--- src/rtl/led_stop_pkg.sv ---
package led_stop_pkg;

  localparam int NUM_STOP = 5;

  localparam logic [1:0] ADDR_MODE0 = 2'd0;
  localparam logic [1:0] ADDR_MODE1 = 2'd1;
  localparam logic [1:0] ADDR_STOP  = 2'd2;

  // mode register 0 fields
  localparam int M0_BLINK   = 7;
  localparam int M0_L2_PIN  = 6;
  localparam int M0_SA_PIN  = 2;
  // mode register 1 fields
  localparam int M1_ALT     = 5;
  localparam int M1_L1_SECT = 4;
  localparam int M1_L2_SECT = 3;

  localparam int ST_A = 0;
  localparam int ST_B = 1;
  localparam int ST_C = 2;
  localparam int ST_D = 3;
  localparam int ST_E = 4;

  typedef struct packed {
    logic [7:0]          mode0;
    logic [7:0]          mode1;
    logic [NUM_STOP-1:0] stop;
  } cfg_t;

  localparam cfg_t CFG_RESET = '{mode0: 8'hFF, mode1: 8'hFF, stop: '1};

endpackage

--- src/rtl/led_cfg_regs.sv ---
module led_cfg_regs
  import led_stop_pkg::*;
(
  input  logic       clk,
  input  logic       rst_n,
  input  logic       wr_en,
  input  logic [1:0] wr_addr,
  input  logic [7:0] wr_data,
  output cfg_t       cfg_q
);

  cfg_t cfg_d;

  always_comb begin
    cfg_d = cfg_q;
    if (wr_en) begin
      case (wr_addr)
        ADDR_MODE0: cfg_d.mode0 = wr_data;
        ADDR_MODE1: cfg_d.mode1 = wr_data;
        ADDR_STOP:  cfg_d.stop  = wr_data[NUM_STOP-1:0];
        default:    cfg_d       = cfg_q;
      endcase
    end
  end

  always_ff @(posedge clk or negedge rst_n) begin
    if (!rst_n) begin
      cfg_q <= CFG_RESET;
    end else if (wr_en) begin
      cfg_q <= cfg_d;
    end
  end

endmodule

--- src/rtl/led_blink_div.sv ---
module led_blink_div #(
  parameter int TICKS_PER_HALF = 6
) (
  input  logic clk,
  input  logic rst_n,
  input  logic tick,
  output logic phase_q
);

  localparam int CW = (TICKS_PER_HALF > 1) ? $clog2(TICKS_PER_HALF) : 1;
  localparam logic [CW-1:0] LAST = CW'(TICKS_PER_HALF - 1);

  logic [CW-1:0] cnt_q, cnt_d;
  logic          phase_d;

  always_comb begin
    cnt_d   = cnt_q;
    phase_d = phase_q;
    if (cnt_q == LAST) begin
      cnt_d   = '0;
      phase_d = ~phase_q;
    end else begin
      cnt_d = cnt_q + 1'b1;
    end
  end

  always_ff @(posedge clk or negedge rst_n) begin
    if (!rst_n) begin
      cnt_q   <= '0;
      phase_q <= 1'b0;
    end else if (tick) begin
      cnt_q   <= cnt_d;
      phase_q <= phase_d;
    end
  end

endmodule

--- src/rtl/led_pin_mux.sv ---
module led_pin_mux
  import led_stop_pkg::*;
(
  input  cfg_t cfg,
  input  logic phase,
  input  logic playing,
  input  logic sect_led,
  output logic led1_o,
  output logic led2_stpc_o,
  output logic stpa_busy_o,
  output logic stpb_o,
  output logic stpd_o,
  output logic stpe_o
);

  logic led1_en, led2_en;
  logic wave1, wave2;
  logic led1_lvl, led2_lvl;

  always_comb begin
    led1_en = playing & (cfg.mode1[M1_L1_SECT] ? sect_led : 1'b1);
    led2_en = cfg.mode1[M1_L2_SECT] ? (playing & sect_led) : cfg.stop[ST_C];

    // phase 0 is the lit half
    wave1 = ~phase;
    wave2 = cfg.mode1[M1_ALT] ? phase : ~phase;

    led1_lvl = led1_en & (cfg.mode0[M0_BLINK] ? wave1 : 1'b1);
    led2_lvl = led2_en & (cfg.mode0[M0_BLINK] ? wave2 : 1'b1);

    led1_o      = led1_lvl;
    led2_stpc_o = cfg.mode0[M0_L2_PIN] ? led2_lvl : cfg.stop[ST_C];
    stpa_busy_o = cfg.mode0[M0_SA_PIN] ? cfg.stop[ST_A] : playing;
    stpb_o      = cfg.stop[ST_B];
    stpd_o      = cfg.stop[ST_D];
    stpe_o      = cfg.stop[ST_E];
  end

endmodule

--- src/rtl/led_stop_ctrl.sv ---
module led_stop_ctrl
  import led_stop_pkg::*;
#(
  parameter int TICKS_PER_HALF = 6
) (
  input  logic       clk,
  input  logic       rst_n,
  input  logic       wr_en,
  input  logic [1:0] wr_addr,
  input  logic [7:0] wr_data,
  input  logic       tick,
  input  logic       playing,
  input  logic       sect_led,
  output logic       led1_o,
  output logic       led2_stpc_o,
  output logic       stpa_busy_o,
  output logic       stpb_o,
  output logic       stpd_o,
  output logic       stpe_o
);

  cfg_t cfg_q;
  logic blink_phase;

  led_cfg_regs u_regs (
    .clk     (clk),
    .rst_n   (rst_n),
    .wr_en   (wr_en),
    .wr_addr (wr_addr),
    .wr_data (wr_data),
    .cfg_q   (cfg_q)
  );

  led_blink_div #(.TICKS_PER_HALF(TICKS_PER_HALF)) u_div (
    .clk     (clk),
    .rst_n   (rst_n),
    .tick    (tick),
    .phase_q (blink_phase)
  );

  led_pin_mux u_mux (
    .cfg         (cfg_q),
    .phase       (blink_phase),
    .playing     (playing),
    .sect_led    (sect_led),
    .led1_o      (led1_o),
    .led2_stpc_o (led2_stpc_o),
    .stpa_busy_o (stpa_busy_o),
    .stpb_o      (stpb_o),
    .stpd_o      (stpd_o),
    .stpe_o      (stpe_o)
  );

endmodule

--- config.mk ---
export PLATFORM = sky130hd
export DESIGN_NAME = led_stop_ctrl
export DESIGN_NICKNAME = d
export VERILOG_FILES = /design/src/rtl/led_stop_pkg.sv /design/src/rtl/led_cfg_regs.sv /design/src/rtl/led_blink_div.sv /design/src/rtl/led_pin_mux.sv /design/src/rtl/led_stop_ctrl.sv
export SDC_FILE = /design/constraint.sdc
export NUM_CORES = 1
export LEC_CHECK = 0
export BUFFER_PORTS_ARGS = -buffer_cell sky130_fd_sc_hd__buf_4
export CORE_MARGIN = 5
export CORE_UTILIZATION = 35
export DETAILED_ROUTE_END_ITERATION = 10
export PLACE_DENSITY = 0.55
export SYNTH_ARGS = -nofsm -noshare
export SYNTH_HDL_FRONTEND = slang
export SYNTH_SLANG_ARGS = --single-unit
--- constraint.sdc ---
create_clock -name clk -period 1.5 [get_ports clk]
set_clock_uncertainty 0.05 [all_clocks]
set_input_delay 0.225 -clock clk [delete_from_list [all_inputs] [get_ports clk]]
set_output_delay 0.225 -clock clk [all_outputs]
set_load 0.01 [all_outputs]
After elaboration in Yosys (flattened, before gate mapping)

Cells that the tools add are included.

$add $sub $neg: 1
Equal/unequal tests: 3
Mux-type cells: 8
Bitwise operators: 5
Reductions and logical operators: 5

Operators with widths:

| cell                | number |
|---|---|
| $reduce_and 2->1    | 4 |
| $mux 1              | 7 |
| $and 1x1->1         | 4 |
| $add 3x1->3 const B | 1 |
| $eq 3x3->1 const B  | 1 |
| $mux 3              | 1 |
| $eq 2x1->1 const B  | 1 |
| $eq 2x2->1 const B  | 1 |
| $logic_not 2->1     | 1 |
| $not 1->1           | 1 |

Register bits after elaboration: 23
Logic and storage cells: 27

Longest topological paths before layout

Depth in word-level cells: 5
Mapped depth: 2

Modules after synthesis

From an unflattened synthesis, not the netlist that was laid out.

Cells, all modules: 69
Area total of the unflattened synthesis: 1,079.8 sq um

By module, submodules not included:

| module        | instances | cells an instance | area an instance (sq um) | sequential area each (sq um) |
|---|---|---|---|---|
| led_cfg_regs  | 1         | 45                | 825.8                    | 551.8 |
| led_blink_div | 1         | 12                | 172.7                    | 100.1 |
| led_pin_mux   | 1         | 12                | 81.3                     | 0.0 |

Least setup slack after synthesis

Ideal clock, no wire load.

Kind: register -> output
From: reg, netlist name u_regs.cfg_q[2]
To: out led2_stpc_o
Data arrival time: 0.943 ns
Data required time: 1.225 ns
Slack: 0.282 ns
Cell stages (with the launch flop): 3
Buffers on the path: 0
Path through: dfstp_2 -> a21bo_2 -> a32oi_1

Longest elaborated chain between the ends: 3

Ends and longest elaborated chain:

| what             | RTL line            | text |
|---|---|---|
| $mux 1           | led_pin_mux.sv:22   | `led2_en = cfg.mode1[M1_L2_SECT] ? (playing & sect_led) : cfg.stop[ST_C];` |
| $and 1x1->1      | led_pin_mux.sv:29   | `led2_lvl = led2_en & (cfg.mode0[M0_BLINK] ? wave2 : 1'b1);` |
| $mux 1 *         | led_pin_mux.sv:32   | `led2_stpc_o = cfg.mode0[M0_L2_PIN] ? led2_lvl : cfg.stop[ST_C];` |
| end: declaration | led_stop_ctrl.sv:15 | `output logic led2_stpc_o,` |

Every way passes the cells marked *; elsewhere a longest branch is shown, timed or not.

Worst setup path in the final report

From: reg, netlist name u_regs.cfg_q[2]
To: out led2_stpc_o

Longest elaborated chain between the ends: 3

Ends and longest elaborated chain:

| what        | RTL line |
|---|---|
| $mux 1      | led_pin_mux.sv:22 |
| $and 1x1->1 | led_pin_mux.sv:29 |
| $mux 1 *    | led_pin_mux.sv:32 |

Marks and branches as above.

==> results.sh <==
export IMPL_yosysTopAreaCellShare=0.4246
export IMPL_rows=16
export IMPL_synth_nets=62
export IMPL_area_growth_pct=34.37
export IMPL_final_cells=99
export IMPL_seqCellArea_um2=389.1
export IMPL_syn_area_um2=680.7
export IMPL_core_um2=1902
export IMPL_clockRootBuffer="clkbuf_4"
export IMPL_max_slew_margin=0.8534
export IMPL_dpl_cell_count=94
export IMPL_tightest_slew_ns=0.2197
export IMPL_worstPathArrival_ns=1.33
export IMPL_syn_area_per_cell_um2=14.80
export IMPL_tns_ns=-0.1022
export IMPL_power_frac_comb=0.267
export IMPL_worstSetupEndpointType="primary output"
export IMPL_synth_edff_count=0
export IMPL_wirelength_met1_um=543
export IMPL_fillerInstances=204
export IMPL_die_h_um=54.10
export IMPL_portBuffers=21
export IMPL_clock_sinks=15
export IMPL_p_int_mw=0.8636
export IMPL_dieArea_um2=2927
export IMPL_vias=449
export IMPL_drt_wl_total_um=1228
export IMPL_die_x_um=54.10
export IMPL_cts_setup_buffers=0
export IMPL_clk_pin_slew_ns=0.08
export IMPL_async_flop_share=1.000
export IMPL_drive_gt1_frac=0.7222
export IMPL_p_sw_frac=0.2684
export IMPL_start_kind="flop"
export IMPL_ys_flop_type="dfstp_2"
export IMPL_cap_viol_max_count=0
export IMPL_ir_drop_uv=631.6
export IMPL_p_per_area_nw_per_um2=1290
export IMPL_htreeDepth=1
export IMPL_rsz0062_at_grt="yes"
export IMPL_synth_area_leaders="dfstp_2 (42%), mux2_2 (22%), dfrtp_1 (15%), nand3b_4 (2.9%), nor3b_4 (2.8%)"
export IMPL_p_leak_nw=0.4063
export IMPL_nets=89
export IMPL_drv_slew=0
export IMPL_multi_input_area_um2=290.3
export IMPL_grt_usage=0.09458
export IMPL_grt_overflow=0
export IMPL_vias_per_cell=4.535
export IMPL_worst_setup_path_type="reg -> out"
export IMPL_hpwl_um=958.6
export IMPL_drc=0
export IMPL_status="finished with violations"
export IMPL_grt_max_degree=16
export IMPL_n_antenna_cell=0
export IMPL_yosysSeqAreaShare=0.5717
export IMPL_dr_wl_met2_um=536
export IMPL_fin_util=0.4809
export IMPL_yosysTopAreaCell="dfstp_2"
export IMPL_period_share=1.068
export IMPL_synth_seq_cells=15
export IMPL_routedWlPerCell_um=12.40
export IMPL_worstSkewPairLatency_ns=0.27
export IMPL_drtAntennaViolNets=0
export IMPL_layout_min_cycle_time_ns=1.602
export IMPL_layout_setup_ws_ns=-0.1022
export IMPL_cp_max_fo=2
export IMPL_antenna_found_initial=0
export IMPL_met3_length_um=114
export IMPL_switchingPower_mw=0.3167
export IMPL_gp_congestion=0.7133
export IMPL_grt_pass1_wl_um=1869
export IMPL_hold_path_class="in -> reg"
export IMPL_pwr_share_clk=0.185
export IMPL_critical_path_required_ns=1.22
export IMPL_numCtsBuffers=3
export IMPL_cts_tree="built"
export IMPL_yosysUniqueCellTypes=18
export IMPL_fmax_ghz=0.6241
export IMPL_clockBufferDepth=2
export IMPL_dr_pass1_iters=2
export IMPL_routed_top_layer="met4"
export IMPL_start_util=0.3579
export IMPL_syn_inst=46
export IMPL_drtIter0Drc=2
export IMPL_hold_viol_final=0
export IMPL_synth_warnings=0
export IMPL_grt_pass1_vias=453
export IMPL_pwr_share_seq=0.547
export IMPL_setup_violations=1
export IMPL_ioPinCount=22
export IMPL_violations="setup timing"
[repair_timing]
item | in CTS | in global routing
gates resized for setup | 0 | 1
endpoints found under the hold margin | 15 | 0
setup endpoints to repair | 1 | 2
hold buffers | 1 | 0
pin swaps | 1 | 0
[kinds of logic after synthesis]
group	after synthesis	synth area share
multiplexers	13	0.2151
buffers and inverters	2	0.01103
flip-flops	15	0.5717
AND/OR/NAND/NOR	9	0.1158
XOR/XNOR	3	0.03861
AO/OA/AOI/OAI	4	0.04779
[worst max-delay path: stages (launching register included)]
cell and delay [ns]:
dfstp_2 0.53, a21bo_2 0.21, a32oi_1 0.17, buf_4 0.16
[layer usage]
layer,track usage,up-vias
li1,-,218
met5,0,-
met4,0.07469,0
met2,0.1431,15
met1,0.1071,212
met3,0.03324,4
[sequential cells by signal (all words and copies together), names as in the netlist]
signal / count
u_div.cnt_q: 3
u_div.phase_q: 1
u_regs.cfg_q: 11
[layout make-up]
type | count | area share
tap | 27 | 0.03694
sequential | 15 | 0.4254
multi-input combinational | 29 | 0.3174
clock buffer | 4 | 0.02873
timing repair buffer | 22 | 0.1833
inverter | 2 | 0.008208
[synth_stat cells (2+ instances only)]
library cell	number
dfstp_2	11
mux2_2	13
inv_1	2
nand2_1	2
dfrtp_1	4
xor2_1	2
[per-stage QoR]
stage                     setup slack (ns)  hold slack, ns  power, mW  area (um^2)
after floorplan                     0.2818         -0.1206     0.8252        680.7
after global placement              0.2239         0.04078     0.9572        872.1
after detailed placement            0.2118         0.03994     0.9654        872.1
after CTS                         -0.09702         0.07273      1.199        908.4
after global routing               -0.1349         0.08819      1.263        914.6
final                              -0.1022         0.08788      1.180        914.6
[path summary, 6_finish.rpt]
check / startpoint / to / slack [ns] / depth (start not counted)
max: u_regs.cfg_q[2] / led2_stpc_o / -0.10 / 3
max reg2reg: u_div.cnt_q[0] / u_div.cnt_q[1] / 0.50 / 2
min in group asynchronous: rst_n / u_div.cnt_q[0] / 0.28 / 2
min: tick / u_div.cnt_q[0] / 0.09 / 2
min reg2reg: u_div.cnt_q[0] / u_div.cnt_q[0] / 0.45 / 1
max in group asynchronous: rst_n / u_regs.cfg_q[2] / 0.88 / 2
[power groups by stage]
stage | clock network (mW) | logic, mW | registers (mW)
2_1_floorplan | 0 | 0.190 | 0.635
4_1_cts | 0.237 | 0.318 | 0.643
5_1_grt | 0.251 | 0.348 | 0.664
3_5_place_dp | 0 | 0.316 | 0.650
3_3_place_gp | 0 | 0.311 | 0.646
6_report | 0.219 | 0.315 | 0.646
[cells in the final DEF (no fill, tap or decap)]
| master | synthesis | routed |
|---|---|---|
| mux2_2 | 13 | 13 |
| nor2b_1 | 1 | 1 |
| o21ai_0 | 1 | 1 |
| xnor2_1 | 1 | 1 |
| inv_1 | 2 | 2 |
| dfstp_2 | 11 | 11 |
| nand3b_4 | 1 | 1 |
| a221oi_2 | 0 | 1 |
| clkbuf_4 | 0 | 3 |
| nand4_1 | 1 | 1 |
| xor2_1 | 2 | 2 |
| nor3b_4 | 1 | 1 |
| nand2_1 | 2 | 2 |
| nand4b_1 | 1 | 1 |
| a32oi_1 | 1 | 1 |
| dlygate4sd3_1 | 0 | 1 |
| clkbuf_1 | 0 | 1 |
| buf_4 | 0 | 21 |
| a21bo_2 | 1 | 1 |
| nand3b_1 | 1 | 1 |
| dfrtp_1 | 4 | 4 |
| nor2_1 | 1 | 1 |
No activity file was read; power rests on OpenSTA's default activity.
